$ cat src/rtl/wwdt_pkg.sv
package wwdt_pkg;
    localparam int DATA_W = 32;
    localparam int ADDR_W = 2;

    localparam logic [ADDR_W-1:0] ADDR_CTRL = 2'd0;
    localparam logic [ADDR_W-1:0] ADDR_MODE = 2'd1;
    localparam logic [ADDR_W-1:0] ADDR_STAT = 2'd2;

    // mode word layout
    localparam int VAL_LSB       = 0;
    localparam int DELTA_LSB     = 16;
    localparam int BIT_IRQ_EN    = 12;
    localparam int BIT_RST_EN    = 13;
    localparam int BIT_RST_PROC  = 14;
    localparam int BIT_DISABLE   = 15;
    localparam int BIT_HALT_DBG  = 28;
    localparam int BIT_HALT_IDLE = 29;

    localparam logic [DATA_W-1:0] MODE_RST = 32'h3FFF_2FFF;

    // control word
    localparam int          KEY_LSB     = 24;
    localparam logic [7:0]  RESTART_KEY = 8'hA5;
    localparam int          BIT_RESTART = 0;

    typedef enum logic [0:0] {WD_RUN, WD_OFF}  wd_state_t;
    typedef enum logic [0:0] {RS_IDLE, RS_HOLD} rs_state_t;
endpackage

$ cat src/rtl/wwdt_mode_reg.sv
module wwdt_mode_reg #(
    parameter int                 DATA_W  = 32,
    parameter logic [DATA_W-1:0]  RST_VAL = '0
) (
    input  logic              clk,
    input  logic              rst_n,
    input  logic              wr_mode,
    input  logic [DATA_W-1:0] wdata,
    output logic [DATA_W-1:0] mode_q,
    output logic              locked_q,
    output logic              take
);
    assign take = wr_mode && !locked_q;

    always_ff @(posedge clk) begin
        if (!rst_n) begin
            mode_q   <= RST_VAL;
            locked_q <= 1'b0;
        end else if (take) begin
            mode_q   <= wdata;
            locked_q <= 1'b1;
        end
    end
endmodule

$ cat src/rtl/wwdt_counter.sv
module wwdt_counter
    import wwdt_pkg::*;
#(
    parameter int CNT_W = 12
) (
    input  logic             clk,
    input  logic             rst_n,
    input  logic             tick_en,
    input  logic             halted,
    input  logic             dis_req,
    input  logic             restart_req,
    input  logic             cfg_take,
    input  logic [CNT_W-1:0] cfg_val,
    input  logic [CNT_W-1:0] reload_val,
    input  logic [CNT_W-1:0] delta_val,
    output logic [CNT_W-1:0] cnt_q,
    output logic             running,
    output logic             fault_uf,
    output logic             fault_win
);
    wd_state_t state_q, state_d;
    logic      early;

    // next-state logic
    always_comb begin
        state_d = state_q;
        unique case (state_q)
            WD_RUN: if (dis_req) state_d = WD_OFF;   // DISABLE
            WD_OFF: state_d = WD_OFF;                 // terminal until reset
        endcase
    end

    always_ff @(posedge clk) begin
        if (!rst_n) state_q <= WD_RUN;
        else        state_q <= state_d;
    end

    // outputs of the state machine
    always_comb begin
        running   = (state_q == WD_RUN);
        early     = (cnt_q > delta_val) && (delta_val < reload_val);
        fault_win = running && !cfg_take && restart_req && early;
        fault_uf  = running && !cfg_take && !restart_req && tick_en
                    && !halted && (cnt_q == '0);
    end

    always_ff @(posedge clk) begin
        if (!rst_n) begin
            cnt_q <= '1;
        end else if (cfg_take) begin
            cnt_q <= cfg_val;
        end else if (running) begin
            if (restart_req) begin
                if (!early) cnt_q <= reload_val;
            end else if (tick_en && !halted) begin
                cnt_q <= (cnt_q == '0) ? reload_val : cnt_q - 1'b1;
            end
        end
    end
endmodule

$ cat src/rtl/wwdt_rst_stretch.sv
module wwdt_rst_stretch
    import wwdt_pkg::*;
#(
    parameter int HOLD_CYC = 4
) (
    input  logic clk,
    input  logic rst_n,
    input  logic trig,
    output logic rst_req
);
    localparam int CW = (HOLD_CYC > 1) ? $clog2(HOLD_CYC) : 1;
    localparam logic [CW-1:0] LAST = CW'(HOLD_CYC - 1);

    rs_state_t      state_q, state_d;
    logic [CW-1:0]  cnt_q, cnt_d;

    always_comb begin
        state_d = state_q;
        cnt_d   = cnt_q;
        unique case (state_q)
            RS_IDLE: if (trig) begin                 // TRIGGER
                state_d = RS_HOLD;
                cnt_d   = LAST;
            end
            RS_HOLD: if (trig) begin                 // RETRIGGER
                cnt_d   = LAST;
            end else if (cnt_q == '0) begin          // EXPIRE
                state_d = RS_IDLE;
            end else begin
                cnt_d   = cnt_q - 1'b1;
            end
        endcase
    end

    always_ff @(posedge clk) begin
        if (!rst_n) begin
            state_q <= RS_IDLE;
            cnt_q   <= '0;
        end else begin
            state_q <= state_d;
            cnt_q   <= cnt_d;
        end
    end

    always_comb rst_req = (state_q == RS_HOLD);
endmodule

$ cat src/rtl/win_watchdog.sv
module win_watchdog
    import wwdt_pkg::*;
#(
    parameter int CNT_W    = 12,
    parameter int HOLD_CYC = 4
) (
    input  logic              clk,
    input  logic              rst_n,
    input  logic              tick_en,
    input  logic              core_idle,
    input  logic              core_debug,
    input  logic              bus_wr,
    input  logic              bus_rd,
    input  logic [ADDR_W-1:0] bus_addr,
    input  logic [DATA_W-1:0] bus_wdata,
    output logic [DATA_W-1:0] bus_rdata,
    output logic              irq,
    output logic              rst_req,
    output logic              rst_proc_only
);
    logic [DATA_W-1:0] mode_q;
    logic              mode_locked, mode_take;
    logic [CNT_W-1:0]  cnt_q;
    logic              wd_running, fault_uf, fault_win;
    logic              restart_req, rd_stat, halted, dis_req;
    logic [1:0]        flags_q;
    logic [DATA_W-1:0] stat_word;

    assign restart_req = bus_wr && (bus_addr == ADDR_CTRL)
                         && (bus_wdata[KEY_LSB +: 8] == RESTART_KEY)
                         && bus_wdata[BIT_RESTART];
    assign rd_stat     = bus_rd && (bus_addr == ADDR_STAT);
    assign halted      = (core_idle  && mode_q[BIT_HALT_IDLE])
                      || (core_debug && mode_q[BIT_HALT_DBG]);
    assign dis_req     = mode_take ? bus_wdata[BIT_DISABLE] : mode_q[BIT_DISABLE];

    wwdt_mode_reg #(.DATA_W(DATA_W), .RST_VAL(MODE_RST)) u_mode (
        .clk      (clk),
        .rst_n    (rst_n),
        .wr_mode  (bus_wr && (bus_addr == ADDR_MODE)),
        .wdata    (bus_wdata),
        .mode_q   (mode_q),
        .locked_q (mode_locked),
        .take     (mode_take)
    );

    wwdt_counter #(.CNT_W(CNT_W)) u_core (
        .clk         (clk),
        .rst_n       (rst_n),
        .tick_en     (tick_en),
        .halted      (halted),
        .dis_req     (dis_req),
        .restart_req (restart_req),
        .cfg_take    (mode_take),
        .cfg_val     (bus_wdata[VAL_LSB +: CNT_W]),
        .reload_val  (mode_q[VAL_LSB +: CNT_W]),
        .delta_val   (mode_q[DELTA_LSB +: CNT_W]),
        .cnt_q       (cnt_q),
        .running     (wd_running),
        .fault_uf    (fault_uf),
        .fault_win   (fault_win)
    );

    wwdt_rst_stretch #(.HOLD_CYC(HOLD_CYC)) u_rst (
        .clk     (clk),
        .rst_n   (rst_n),
        .trig    ((fault_uf || fault_win) && mode_q[BIT_RST_EN]),
        .rst_req (rst_req)
    );

    // sticky fault flags, cleared by a status read
    always_ff @(posedge clk) begin
        if (!rst_n) flags_q <= '0;
        else        flags_q <= (rd_stat ? 2'b00 : flags_q) | {fault_win, fault_uf};
    end

    always_comb begin
        stat_word                       = '0;
        stat_word[DELTA_LSB +: CNT_W]   = cnt_q;
        stat_word[1:0]                  = flags_q;
        unique case (bus_addr)
            ADDR_MODE: bus_rdata = mode_q;
            ADDR_STAT: bus_rdata = stat_word;
            default:   bus_rdata = '0;
        endcase
    end

    assign irq           = mode_q[BIT_IRQ_EN] && (flags_q != 2'b00);
    assign rst_proc_only = rst_req && mode_q[BIT_RST_PROC];
endmodule

$ cat config.mk
export PLATFORM = sky130hd
export DESIGN_NAME = win_watchdog
export DESIGN_NICKNAME = d
export VERILOG_FILES = /design/src/rtl/wwdt_pkg.sv /design/src/rtl/wwdt_mode_reg.sv /design/src/rtl/wwdt_counter.sv /design/src/rtl/wwdt_rst_stretch.sv /design/src/rtl/win_watchdog.sv
export SDC_FILE = /design/constraint.sdc
export NUM_CORES = 1
export LEC_CHECK = 0
export BUFFER_PORTS_ARGS = -buffer_cell sky130_fd_sc_hd__buf_2
export CAP_MARGIN = 0
export CORE_ASPECT_RATIO = 0.8
export CORE_MARGIN = 2
export CORE_UTILIZATION = 55
export DETAILED_ROUTE_END_ITERATION = 12
export PLACE_DENSITY = 0.81
export SLEW_MARGIN = 30
export SYNTH_ARGS = -nofsm -noshare
export SYNTH_HDL_FRONTEND = slang
export SYNTH_SLANG_ARGS = --single-unit
$ cat constraint.sdc
create_clock -name clk -period 2.8 [get_ports clk]
set_input_delay 0.56 -clock clk [delete_from_list [all_inputs] [get_ports clk]]
set_output_delay 0.56 -clock clk [all_outputs]
set_load 0.01 [all_outputs]
==> flow_summary.json <==
{
  "period_minus_slack_ps": 2310,
  "path_max_fanout": 12,
  "grt_first_pass_wirelength_um": 14200,
  "final_nets": 543,
  "crit_start": "u_core.cnt_q[9]$_SDFFE_PN1P_",
  "cp_data_arrival_time_ps": 2500,
  "die-area_um2": 6720,
  "place_congestion": 0.927,
  "cp-start-kind": "register",
  "crit_buf_inv": 0,
  "slew_headroom": 0.636,
  "htree_levels": 2,
  "synth-seq-cells": 51,
  "whs_path_depth": 2,
  "clock_sinks": 51,
  "cp_cell_sequence": "ha_1, nand4_1, nor3_1, a31oi_1, o211a_1, a21o_4, mux2_1",
  "rsz0062_at_grt": "no",
  "grt_max_degree": 46,
  "clock_skew_ps": 11.1,
  "die_width_um": 91.2,
  "hp-class": "reg2reg",
  "cp_top_family": "compound AO/OA/AOI/OAI gates",
  "endpoint_kind": "register",
  "final_common_cell": "buf_2",
  "yosysSeqAreaShare": 0.305,
  "area_growth_pct": 16.8,
  "synth.cell_area_um2": 3340,
  "ys.flop_type": "dfxtp_1",
  "syn_inst": 406,
  "cts_root_buf": "clkbuf_8",
  "clock_latency_ps": 310,
  "dp_hpwl_um": 6420,
  "critPathMaxStageDelay_ps": 550,
  "cts_tree": "done",
  "yosys_warnings": 0,
  "cts_setup_buffers": 0,
  "grt_antenna_before_repair": 0,
  "timing.setup.tns_ps": 0,
  "cts_buffer_depth": 2,
  "clkTransAtPathRegs_ps": 100,
  "dpl_cell_area_um2": 3790,
  "routed_wl_um": 8540,
  "antenna_cells": 0,
  "max_cap_viol_count": 0,
  "cp.depth": 7,
  "criticalPathCategory": "reg2reg",
  "drcViolationCount": 0,
  "worstMarginPinSlew_ps": 546,
  "finalHoldViolCount": 0,
  "postRouteAntennaNets": 0,
  "start_util": 0.569,
  "finalCritPeriodShare": 0.824,
  "hold_buffers": 0,
  "first_pass_iters": 5,
  "pin_count": 76,
  "num_vias": 3183,
  "total_power_mw": 1.69,
  "max_freq_mhz": 434,
  "synth_edf_count": 0,
  "cts_buffers": 5,
  "status": "complete, no violations",
  "drt_iter0_drc": 183,
  "avgRoutedWirePerCell_um": 15.4,
  "power_density_nw_per_um2": 434,
  "row_count": 25,
  "io_buffer_count": 75,
  "cts.repair.resized": 0,
  "final_area_um2": 3910,
  "layout-drive-gt1-share": 0.219,
  "track_usage": 0.262,
  "coreArea_um2": 5880,
  "p_leak_nw": 1.91,
  "slew_violations": 0,
  "die_h_um": 73.7,
  "r2r_start": "u_core.cnt_q[9]$_SDFFE_PN1P_",
  "cpMaxStageDelayCell": "dfxtp_1",
  "synth_cell_types": 52,
  "synthArstFlopShare": 0,
  "first_global_vias": 2999,
  "syn_area_per_cell_um2": 8.23,
  "vdd_ir_drop_max_mv": 0.308,
  "crit_required_ps": 2990,
  "hp-start": "u_mode.mode_q[31]$_SDFFE_PN0P_",
  "final-setup-viol-count": 0,
  "final_cell_mix": "75 x buf_2, 66 x nand2_1, 51 x dfxtp_1",
  "syn_nets": 475,
  "r2r_cells": 7,
  "grt_overflow": 0,
  "avgViaCountPerCell": 5.72
}
==> cell type report <==
class	instances	area (µm²)
tap	81	101
multi-input combinational	301	2110
inverter	32	120
timing repair buffer	83	435
clock buffer	6	82.6
clock inverter	2	35.0
sequential	51	1020
fill	541	1980
==> metrics by stage <==
stage	setup WS [ps]	instances	hold WS, ps	util
5_1_grt	284	556	458	0.664
6_report	494	556	459	0.664
3_5_place_dp	359	548	446	0.644
4_1_cts	519	556	460	0.664
2_1_floorplan	653	406	430	-
3_3_place_gp	412	548	439	0.644
==> cell families (layout without fill, tap and decap cells) <==
logic type / count (synthesis) / count (layout) / synth area share
AOI/OAI and AO/OA: 93 / 93 / 0.198
xor gates and xnor gates: 8 / 8 / 0.0210
adders and majority gates: 28 / 28 / 0.105
buffers and inverters: 54 / 123 / 0.0651
DFF: 51 / 51 / 0.305
muxes: 17 / 17 / 0.0561
and+or+nand+nor: 155 / 155 / 0.250
==> final timing paths <==
kind,end,slack [ps]
worst max-delay path,u_core.cnt_q[2]$_SDFFE_PN1P_,490
worst min-delay path,u_mode.mode_q[31]$_SDFFE_PN0P_,460
worst max register to register,u_core.cnt_q[2]$_SDFFE_PN1P_,490
worst min register to register,u_mode.mode_q[31]$_SDFFE_PN0P_,460
==> power by group <==
part / switching (mW) / internal (mW)
Clock: 0.256 / 0.290
Sequential: 0.0323 / 0.756
Combinational: 0.199 / 0.161
==> registers in the layout, summed over array words and instances (netlist names) <==
signal and cells:
u_core.state_q 1, flags_q 2, u_rst.rst_req 1, u_mode.locked_q 1, u_core.cnt_q 12, u_mode.mode_q 32, u_rst.cnt_q 2
==> synth_stat cells, types with 3 or more instances <==
| cell type | instances | area (µm²) |
|---|---|---|
| a21boi_1 | 7 | 52.6 |
| a21oi_1 | 17 | 85.1 |
| a221oi_1 | 5 | 43.8 |
| a22oi_1 | 15 | 113 |
| a31oi_1 | 4 | 25.0 |
| and2_1 | 19 | 119 |
| buf_2 | 3 | 15.0 |
| clkbuf_1 | 17 | 63.8 |
| dfxtp_1 | 51 | 1020 |
| ha_1 | 28 | 350 |
| inv_1 | 32 | 120 |
| mux2_4 | 3 | 45.0 |
| mux2i_1 | 12 | 120 |
| nand2_1 | 66 | 248 |
| nand2b_1 | 7 | 43.8 |
| nand3_1 | 10 | 50.1 |
| nand4_1 | 3 | 18.8 |
| nor2_1 | 7 | 26.3 |
| nor2b_1 | 23 | 144 |
| nor3_1 | 3 | 15.0 |
| o211ai_1 | 27 | 203 |
| o21ai_0 | 5 | 25.0 |
| xnor2_1 | 4 | 35.0 |
| xor2_1 | 4 | 35.0 |
==> metal layers <==
layer,part of all wire,routed length (µm),GRT usage,vias up
met1,0.47,4050,0.376,1513
met5,0,0,0,-
met3,0.067,574,0.0451,8
li1,-,-,-,1553
met2,0.45,3860,0.415,109
met4,0.0069,59,0.0606,0
==> tightest hold or removal path, cell delays in order, from the launching register on <==
cell	delay (ps)
dfxtp_1	320
nand2_1	50
a21boi_1	50
No activity file was read; power rests on OpenSTA's default activity.
